**src/rtl/cfg_pio_pkg.sv**
```systemverilog
package cfg_pio_pkg;
  localparam int unsigned WORD_W = 32;
  localparam int unsigned LANES  = WORD_W / 8;
  localparam int unsigned CST_W  = 3;
  localparam int unsigned KIND_W = 4;

  localparam int unsigned OFS_CTRL  = 'h00;
  localparam int unsigned OFS_STAT  = 'h04;
  localparam int unsigned OFS_ALO   = 'h08;
  localparam int unsigned OFS_AHI   = 'h0C;
  localparam int unsigned OFS_WDAT  = 'h10;
  localparam int unsigned OFS_STRB  = 'h14;
  localparam int unsigned OFS_RDAT  = 'h18;
  localparam int unsigned OFS_START = 'h1C;
  localparam int unsigned OFS_ISR   = 'h20;
  localparam int unsigned OFS_MASK  = 'h24;

  localparam int unsigned BYPASS_BIT = 24;
  localparam int unsigned CST_LSB    = 7;

  localparam logic [KIND_W-1:0] KIND_RD_T0 = 4'h8;
  localparam logic [KIND_W-1:0] KIND_RD_T1 = 4'h9;
  localparam logic [KIND_W-1:0] KIND_WR_T0 = 4'hA;
  localparam logic [KIND_W-1:0] KIND_WR_T1 = 4'hB;

  typedef struct packed {
    logic [KIND_W-1:0] kind;
    logic              bypass;
    logic [WORD_W-1:0] addr_lo;
    logic [WORD_W-1:0] addr_hi;
    logic [WORD_W-1:0] wdata;
    logic [LANES-1:0]  strb;
  } pio_req_t;

  typedef enum logic [1:0] {ST_IDLE, ST_SEND, ST_WAIT} pio_state_e;

  function automatic logic kind_is_read(input logic [KIND_W-1:0] k);
    return (k == KIND_RD_T0) || (k == KIND_RD_T1);
  endfunction

  function automatic logic kind_is_cfg(input logic [KIND_W-1:0] k);
    return (k == KIND_RD_T0) || (k == KIND_RD_T1) ||
           (k == KIND_WR_T0) || (k == KIND_WR_T1);
  endfunction
endpackage

```
**src/rtl/cfg_pio_regs.sv**
```systemverilog
module cfg_pio_regs
  import cfg_pio_pkg::*;
#(
  parameter int unsigned ADDR_W = 8
) (
  input  logic                clk,
  input  logic                rst_n,
  input  logic                wr_en,
  input  logic [ADDR_W-1:0]   addr,
  input  logic [WORD_W-1:0]   wdata,
  output logic [WORD_W-1:0]   rdata,
  input  logic                busy,
  input  logic                done,
  input  logic [CST_W-1:0]    cst,
  input  logic                np,
  input  logic [WORD_W-1:0]   rd_word,
  output pio_req_t            prog,
  output logic                mask,
  output logic                start_wr,
  output logic                isr_wr
);
  function automatic logic hit(input logic [ADDR_W-1:0] a, input int unsigned ofs);
    return a == ADDR_W'(ofs);
  endfunction

  assign start_wr = wr_en && hit(addr, OFS_START);
  assign isr_wr   = wr_en && hit(addr, OFS_ISR);

  always_ff @(posedge clk) begin
    if (!rst_n) begin
      prog <= '0;
      mask <= 1'b1;
    end else if (wr_en) begin
      if (hit(addr, OFS_CTRL)) begin
        prog.kind   <= wdata[KIND_W-1:0];
        prog.bypass <= wdata[BYPASS_BIT];
      end
      if (hit(addr, OFS_ALO))  prog.addr_lo <= wdata;
      if (hit(addr, OFS_AHI))  prog.addr_hi <= wdata;
      if (hit(addr, OFS_WDAT)) prog.wdata   <= wdata;
      if (hit(addr, OFS_STRB)) prog.strb    <= wdata[LANES-1:0];
      if (hit(addr, OFS_MASK)) mask         <= wdata[0];
    end
  end

  always_comb begin
    rdata = '0;
    if (hit(addr, OFS_CTRL)) begin
      rdata[KIND_W-1:0]  = prog.kind;
      rdata[BYPASS_BIT]  = prog.bypass;
    end
    if (hit(addr, OFS_STAT)) begin
      rdata[CST_LSB +: CST_W] = cst;
      rdata[0]                = np;
    end
    if (hit(addr, OFS_ALO))   rdata = prog.addr_lo;
    if (hit(addr, OFS_AHI))   rdata = prog.addr_hi;
    if (hit(addr, OFS_WDAT))  rdata = prog.wdata;
    if (hit(addr, OFS_STRB))  rdata[LANES-1:0] = prog.strb;
    if (hit(addr, OFS_RDAT))  rdata = rd_word;
    if (hit(addr, OFS_START)) rdata[0] = busy;
    if (hit(addr, OFS_ISR))   rdata[0] = done;
    if (hit(addr, OFS_MASK))  rdata[0] = mask;
  end
endmodule

```
**src/rtl/cfg_pio_shape.sv**
```systemverilog
module cfg_pio_shape
  import cfg_pio_pkg::*;
(
  input  pio_req_t snap,
  output pio_req_t shaped
);
  logic rd_kind;
  assign rd_kind = kind_is_read(snap.kind);

  assign shaped.kind    = snap.kind;
  assign shaped.bypass  = snap.bypass;
  assign shaped.addr_hi = snap.addr_hi;
  assign shaped.wdata   = snap.wdata;
  assign shaped.addr_lo = {snap.addr_lo[WORD_W-1:2], 2'b00};

  for (genvar ln = 0; ln < LANES; ln++) begin : g_lane
    assign shaped.strb[ln] = rd_kind | snap.strb[ln];
  end
endmodule

```
**src/rtl/cfg_pio_seq.sv**
```systemverilog
module cfg_pio_seq
  import cfg_pio_pkg::*;
(
  input  logic              clk,
  input  logic              rst_n,
  input  logic              start_wr,
  input  logic              isr_wr,
  input  logic              wbit0,
  input  pio_req_t          prog,
  output pio_req_t          snap,
  output logic              send,
  input  logic              req_ready,
  input  logic              cpl_valid,
  output logic              cpl_take,
  input  logic [CST_W-1:0]  cpl_status,
  input  logic [WORD_W-1:0] cpl_data,
  output logic              busy,
  output logic              done,
  output logic [CST_W-1:0]  cst,
  output logic              np,
  output logic [WORD_W-1:0] rd_word
);
  pio_state_e st;
  logic       cpl_hs;

  assign send     = (st == ST_SEND);
  assign cpl_take = (st == ST_WAIT);
  assign busy     = (st != ST_IDLE);
  assign cpl_hs   = cpl_take && cpl_valid;

  always_ff @(posedge clk) begin
    if (!rst_n) begin
      st      <= ST_IDLE;
      snap    <= '0;
      cst     <= '0;
      np      <= 1'b0;
      rd_word <= '0;
    end else begin
      unique case (st)
        ST_IDLE: if (start_wr && wbit0) begin
          snap <= prog;
          np   <= kind_is_cfg(prog.kind);
          st   <= ST_SEND;
        end
        ST_SEND: if (req_ready) st <= ST_WAIT;
        ST_WAIT: if (cpl_valid) begin
          cst <= cpl_status;
          if (kind_is_read(snap.kind)) rd_word <= cpl_data;
          st  <= ST_IDLE;
        end
        default: st <= ST_IDLE;
      endcase
    end
  end

  always_ff @(posedge clk) begin
    if (!rst_n)                done <= 1'b0;
    else if (cpl_hs)           done <= 1'b1;
    else if (isr_wr && wbit0)  done <= 1'b0;
  end
endmodule

```
**src/rtl/cfg_pio_engine.sv**
```systemverilog
module cfg_pio_engine
  import cfg_pio_pkg::*;
#(
  parameter int unsigned ADDR_W = 8
) (
  input  logic              clk,
  input  logic              rst_n,
  input  logic              bus_wr_en,
  input  logic [ADDR_W-1:0] bus_addr,
  input  logic [31:0]       bus_wdata,
  output logic [31:0]       bus_rdata,
  output logic              req_valid,
  input  logic              req_ready,
  output logic [3:0]        req_kind,
  output logic [31:0]       req_addr_lo,
  output logic [31:0]       req_addr_hi,
  output logic [31:0]       req_wdata,
  output logic [3:0]        req_strb,
  output logic              req_win_bypass,
  input  logic              cpl_valid,
  output logic              cpl_ready,
  input  logic [2:0]        cpl_status,
  input  logic [31:0]       cpl_data,
  output logic              irq
);
  pio_req_t          prog, snap, shaped;
  logic              mask, start_wr, isr_wr, busy, done, np;
  logic [CST_W-1:0]  cst;
  logic [WORD_W-1:0] rd_word;

  cfg_pio_regs #(.ADDR_W(ADDR_W)) u_regs (
    .clk(clk), .rst_n(rst_n), .wr_en(bus_wr_en), .addr(bus_addr),
    .wdata(bus_wdata), .rdata(bus_rdata), .busy(busy), .done(done),
    .cst(cst), .np(np), .rd_word(rd_word), .prog(prog), .mask(mask),
    .start_wr(start_wr), .isr_wr(isr_wr)
  );

  cfg_pio_seq u_seq (
    .clk(clk), .rst_n(rst_n), .start_wr(start_wr), .isr_wr(isr_wr),
    .wbit0(bus_wdata[0]), .prog(prog), .snap(snap), .send(req_valid),
    .req_ready(req_ready), .cpl_valid(cpl_valid), .cpl_take(cpl_ready),
    .cpl_status(cpl_status), .cpl_data(cpl_data), .busy(busy),
    .done(done), .cst(cst), .np(np), .rd_word(rd_word)
  );

  cfg_pio_shape u_shape (.snap(snap), .shaped(shaped));

  assign req_kind       = shaped.kind;
  assign req_addr_lo    = shaped.addr_lo;
  assign req_addr_hi    = shaped.addr_hi;
  assign req_wdata      = shaped.wdata;
  assign req_strb       = shaped.strb;
  assign req_win_bypass = shaped.bypass;
  assign irq            = done & ~mask;
endmodule

```
**config.mk**
```make
export PLATFORM = sky130hd
export DESIGN_NAME = cfg_pio_engine
export DESIGN_NICKNAME = d
export VERILOG_FILES = /design/src/rtl/cfg_pio_pkg.sv /design/src/rtl/cfg_pio_regs.sv /design/src/rtl/cfg_pio_shape.sv /design/src/rtl/cfg_pio_seq.sv /design/src/rtl/cfg_pio_engine.sv
export SDC_FILE = /design/constraint.sdc
export NUM_CORES = 1
export LEC_CHECK = 0
export BUFFER_PORTS_ARGS = -buffer_cell sky130_fd_sc_hd__buf_2
export CAP_MARGIN = 15
export CORE_ASPECT_RATIO = 2
export CORE_UTILIZATION = 56
export CTS_CLUSTER_DIAMETER = 40
export DETAILED_ROUTE_END_ITERATION = 8
export PLACE_DENSITY = 0.81
export SETUP_SLACK_MARGIN = 0.15
export SYNTH_ARGS = -nofsm -noshare
export SYNTH_HDL_FRONTEND = slang
export SYNTH_HIERARCHICAL = 1
export SYNTH_SLANG_ARGS = --single-unit
export TNS_END_PERCENT = 10
```
**constraint.sdc**
```tcl
create_clock -name clk -period 2.5 [get_ports clk]
set_input_delay 0.125 -clock clk [delete_from_list [all_inputs] [get_ports clk]]
set_output_delay 0.125 -clock clk [all_outputs]
set_load 0.005 [all_outputs]
```
==> metrics.txt <==
# TYPE chip_impl_metric gauge
chip_impl_metric{name="core_region_area",unit="µm²"} 19910
chip_impl_metric{name="htree_levels",unit=""} 1
chip_impl_metric{name="avgViaCountPerCell",unit=""} 5.477
chip_impl_info{name="setup.worst_path.end_class",value="primary output"} 1
chip_impl_metric{name="hpwl_reported_at_the_end_of_detailed_placement",unit="µm"} 21000
chip_impl_metric{name="final_routed_wirelength",unit="µm"} 32240
chip_impl_metric{name="max_slew.worst_pin.slew",unit="ps"} 724.3
chip_impl_info{name="setup.worst_path.start",value="bus_addr[4]"} 1
chip_impl_info{name="clockRootBuffer",value="sky130_fd_sc_hd__clkbuf_16"} 1
chip_impl_metric{name="cts.path.max_buffers",unit=""} 3
chip_impl_metric{name="row_count",unit=""} 73
chip_impl_info{name="timing.hold.worst.start",value="cpl_valid"} 1
chip_impl_metric{name="insertion_delay",unit="ps"} 520
chip_impl_metric{name="pin_count_of_the_biggest_net_entering_global_routing",unit=""} 102
chip_impl_metric{name="antenna-diode-count",unit=""} 0
chip_impl_info{name="worstSetupStartpointType",value="input pin"} 1
chip_impl_metric{name="drt_iter0_markers",unit=""} 438
chip_impl_metric{name="ys.warnings.count",unit=""} 6
chip_impl_metric{name="worst-endpoint-required",unit="ps"} 2380
chip_impl_metric{name="grtUsageTotal",unit="%"} 30.74
chip_impl_metric{name="finClkSkew",unit="ps"} 22.97
chip_impl_metric{name="avgRoutedWirePerCell",unit="µm"} 18.50
chip_impl_metric{name="syn_inst",unit=""} 1300
chip_impl_metric{name="port_buffers",unit=""} 217
chip_impl_metric{name="area.sequential",unit="µm²"} 4965
chip_impl_metric{name="power.ir.vdd_worst",unit="V"} 0.0005275
chip_impl_metric{name="cts_inserted_buffers",unit=""} 25
chip_impl_info{name="worstPathCellList",value="buf_2 > buf_4 > nor4_2 > buf_4 > nand2_1 > o32ai_1 > a221o_1 > buf_2"} 1
chip_impl_metric{name="filler_cell_count",unit=""} 1552
chip_impl_info{name="regToRegStartpoint",value="u_seq/st[1]"} 1
chip_impl_metric{name="number_of_antenna_violations_at_the_first_check_in_global_routing",unit=""} 0
chip_impl_metric{name="setup_violations",unit=""} 0
chip_impl_metric{name="critPathBufInv",unit=""} 4
chip_impl_metric{name="area_growth_syn_to_layout",unit="%"} 19.62
chip_impl_metric{name="timing.max_slew.rel_slack",unit="%"} 51.59
chip_impl_metric{name="initial_core_util",unit="%"} 57.46
chip_impl_metric{name="maxCapViolCount",unit=""} 0
chip_impl_metric{name="die-area",unit="µm²"} 21040
chip_impl_metric{name="slowest_delay",unit="ps"} 440
chip_impl_metric{name="die_height",unit="µm"} 204.1
chip_impl_metric{name="drtAntennaViolNets",unit=""} 0
chip_impl_info{name="min_path_type",value="input pin to flop"} 1
chip_impl_metric{name="synthesis.area_per_instance",unit="µm²"} 8.801
chip_impl_info{name="cts_tree",value="done"} 1
chip_impl_metric{name="dp_cells",unit=""} 1629
chip_impl_metric{name="fin_setup_tns",unit="ps"} 0
chip_impl_info{name="path_class",value="input pin to primary output"} 1
chip_impl_info{name="layout_common_cells",value="sky130_fd_sc_hd__nand2_1, sky130_fd_sc_hd__dfxtp_1, sky130_fd_sc_hd__buf_2, sky130_fd_sc_hd__mux2i_1, sky130_fd_sc_hd__a21boi_0"} 1
chip_impl_metric{name="post_cts_setup_repair_bufs",unit=""} 0
chip_impl_metric{name="period_needed",unit="ps"} 2163
chip_impl_metric{name="report.final.hold_viol_count",unit=""} 0
chip_impl_info{name="slowest_stage",value="sky130_fd_sc_hd__nand2_1"} 1
chip_impl_metric{name="floorplan.die.width",unit="µm"} 103.1
chip_impl_info{name="critical-path-top-delay-family",value="simple AND/OR/NAND/NOR gates"} 1
chip_impl_metric{name="total_leakage_power",unit="nW"} 5.918
chip_impl_metric{name="first_pass_grt_wire_length",unit="µm"} 49730
chip_impl_metric{name="p_per_cell_area",unit="nW/µm²"} 598.7
chip_impl_metric{name="worst-path-max-fanout",unit=""} 14
chip_impl_metric{name="drt-pass1-iter-count",unit=""} 5
chip_impl_metric{name="via_count",unit=""} 9547
chip_impl_metric{name="post-route-drc-count",unit=""} 0
chip_impl_metric{name="slew_violations",unit=""} 0
chip_impl_metric{name="worst-endpoint-arrival",unit="ps"} 2040
chip_impl_info{name="outcome",value="finished clean"} 1
chip_impl_metric{name="globalRoute.totalOverflow",unit=""} 0
chip_impl_metric{name="synthesis.area",unit="µm²"} 11440
chip_impl_metric{name="tritoncts_num_sinks",unit=""} 248
chip_impl_metric{name="count_of_boundary_i_o_pins",unit=""} 220
chip_impl_metric{name="place_congestion",unit=""} 0.8891
chip_impl_metric{name="grt_pass1_vias",unit=""} 9661
chip_impl_info{name="mostFrequentLayoutCell",value="sky130_fd_sc_hd__nand2_1"} 1
chip_impl_metric{name="layout_worst_path_cycle_share",unit="%"} 86.54
chip_impl_metric{name="finalNonFillerCells",unit=""} 1743
chip_impl_metric{name="multi_input_area",unit="µm²"} 5363
chip_impl_metric{name="timing.fmax",unit="GHz"} 0.4622
chip_impl_metric{name="path_clk_slew",unit="ps"} 70
chip_impl_metric{name="fin_nets",unit=""} 1543
chip_impl_info{name="rsz0062_at_grt",value="false"} 1
chip_impl_metric{name="ratio_of_cells_with_drive_above_1_in_the_final_layout",unit="%"} 22.48
[report_power, final]
group	leakage, nW	switching, mW	total, mW	internal (mW)
sequential	2.00	0.00185	3.95	3.95
combinational	3.51	0.207	0.418	0.211
clock	0.414	1.71	3.82	2.12
[per-stage QoR]
| stage | util, % | cell area [µm²] | total power [mW] | hold WS (ps) | setup WS, ps |
|---|---|---|---|---|---|
| 2_1_floorplan | - | 11440 | 4.210 | 253.5 | 588.6 |
| 3_3_place_gp | 61.03 | 12150 | 4.365 | 372.8 | 243.4 |
| 3_5_place_dp | 61.03 | 12150 | 4.368 | 379.2 | 191.4 |
| 4_1_cts | 68.71 | 13680 | 8.258 | 8.040 | 186.5 |
| 5_1_grt | 68.73 | 13690 | 8.446 | 17.23 | 314.9 |
| 6_report | 68.73 | 13690 | 8.193 | 28.30 | 336.5 |
[cell type report]
class / count / area share, %
clock buffer: 26 / 4.599
clock inverter: 19 / 1.518
inverter: 4 / 0.1097
multi-input combinational: 862 / 39.18
sequential: 248 / 36.28
tap: 262 / 2.395
timing repair buffer: 322 / 15.92
[per-layer routing]
metal / part of all wire (%) / GRT usage, %
met1: 37 / 32.80
met2: 52 / 54.67
met3: 5.8 / 5.301
met4: 6.0 / 18.91
met5: 0 / 0
[worst register-to-register path: cells and delay by family (launching register included)]
family                 cells  cell delay, ps
AND/OR/NAND/NOR            2             500
flip-flops                 1             460
buffers and inverters      1             480
multiplexers               1             280
[worst paths after layout]
kind	slack (ps)	endpoint	cells past startpoint
min reg2reg	450	u_seq/snap[32]	2
max reg2reg	690	u_seq/rd_word[23]	4
min	30	u_seq/done	3
max	340	bus_rdata[1]	8
[registers in the layout (all words and copies together) (netlist names)]
signal	flops
u_seq/cst	3
u_seq/snap	103
u_seq/np	1
u_seq/rd_word	32
u_seq/done	1
u_seq/st	2
u_regs/mask	1
u_regs/prog	105
[repair_timing]
item / 4_1_cts / 5_1_grt
hold endpoints to repair: 138 / 0
hold buffers: 69 / 0
gates resized for setup: 0 / 1
setup endpoints to repair: 0 / 1
Note: power is estimated with default switching activity, not from simulation.
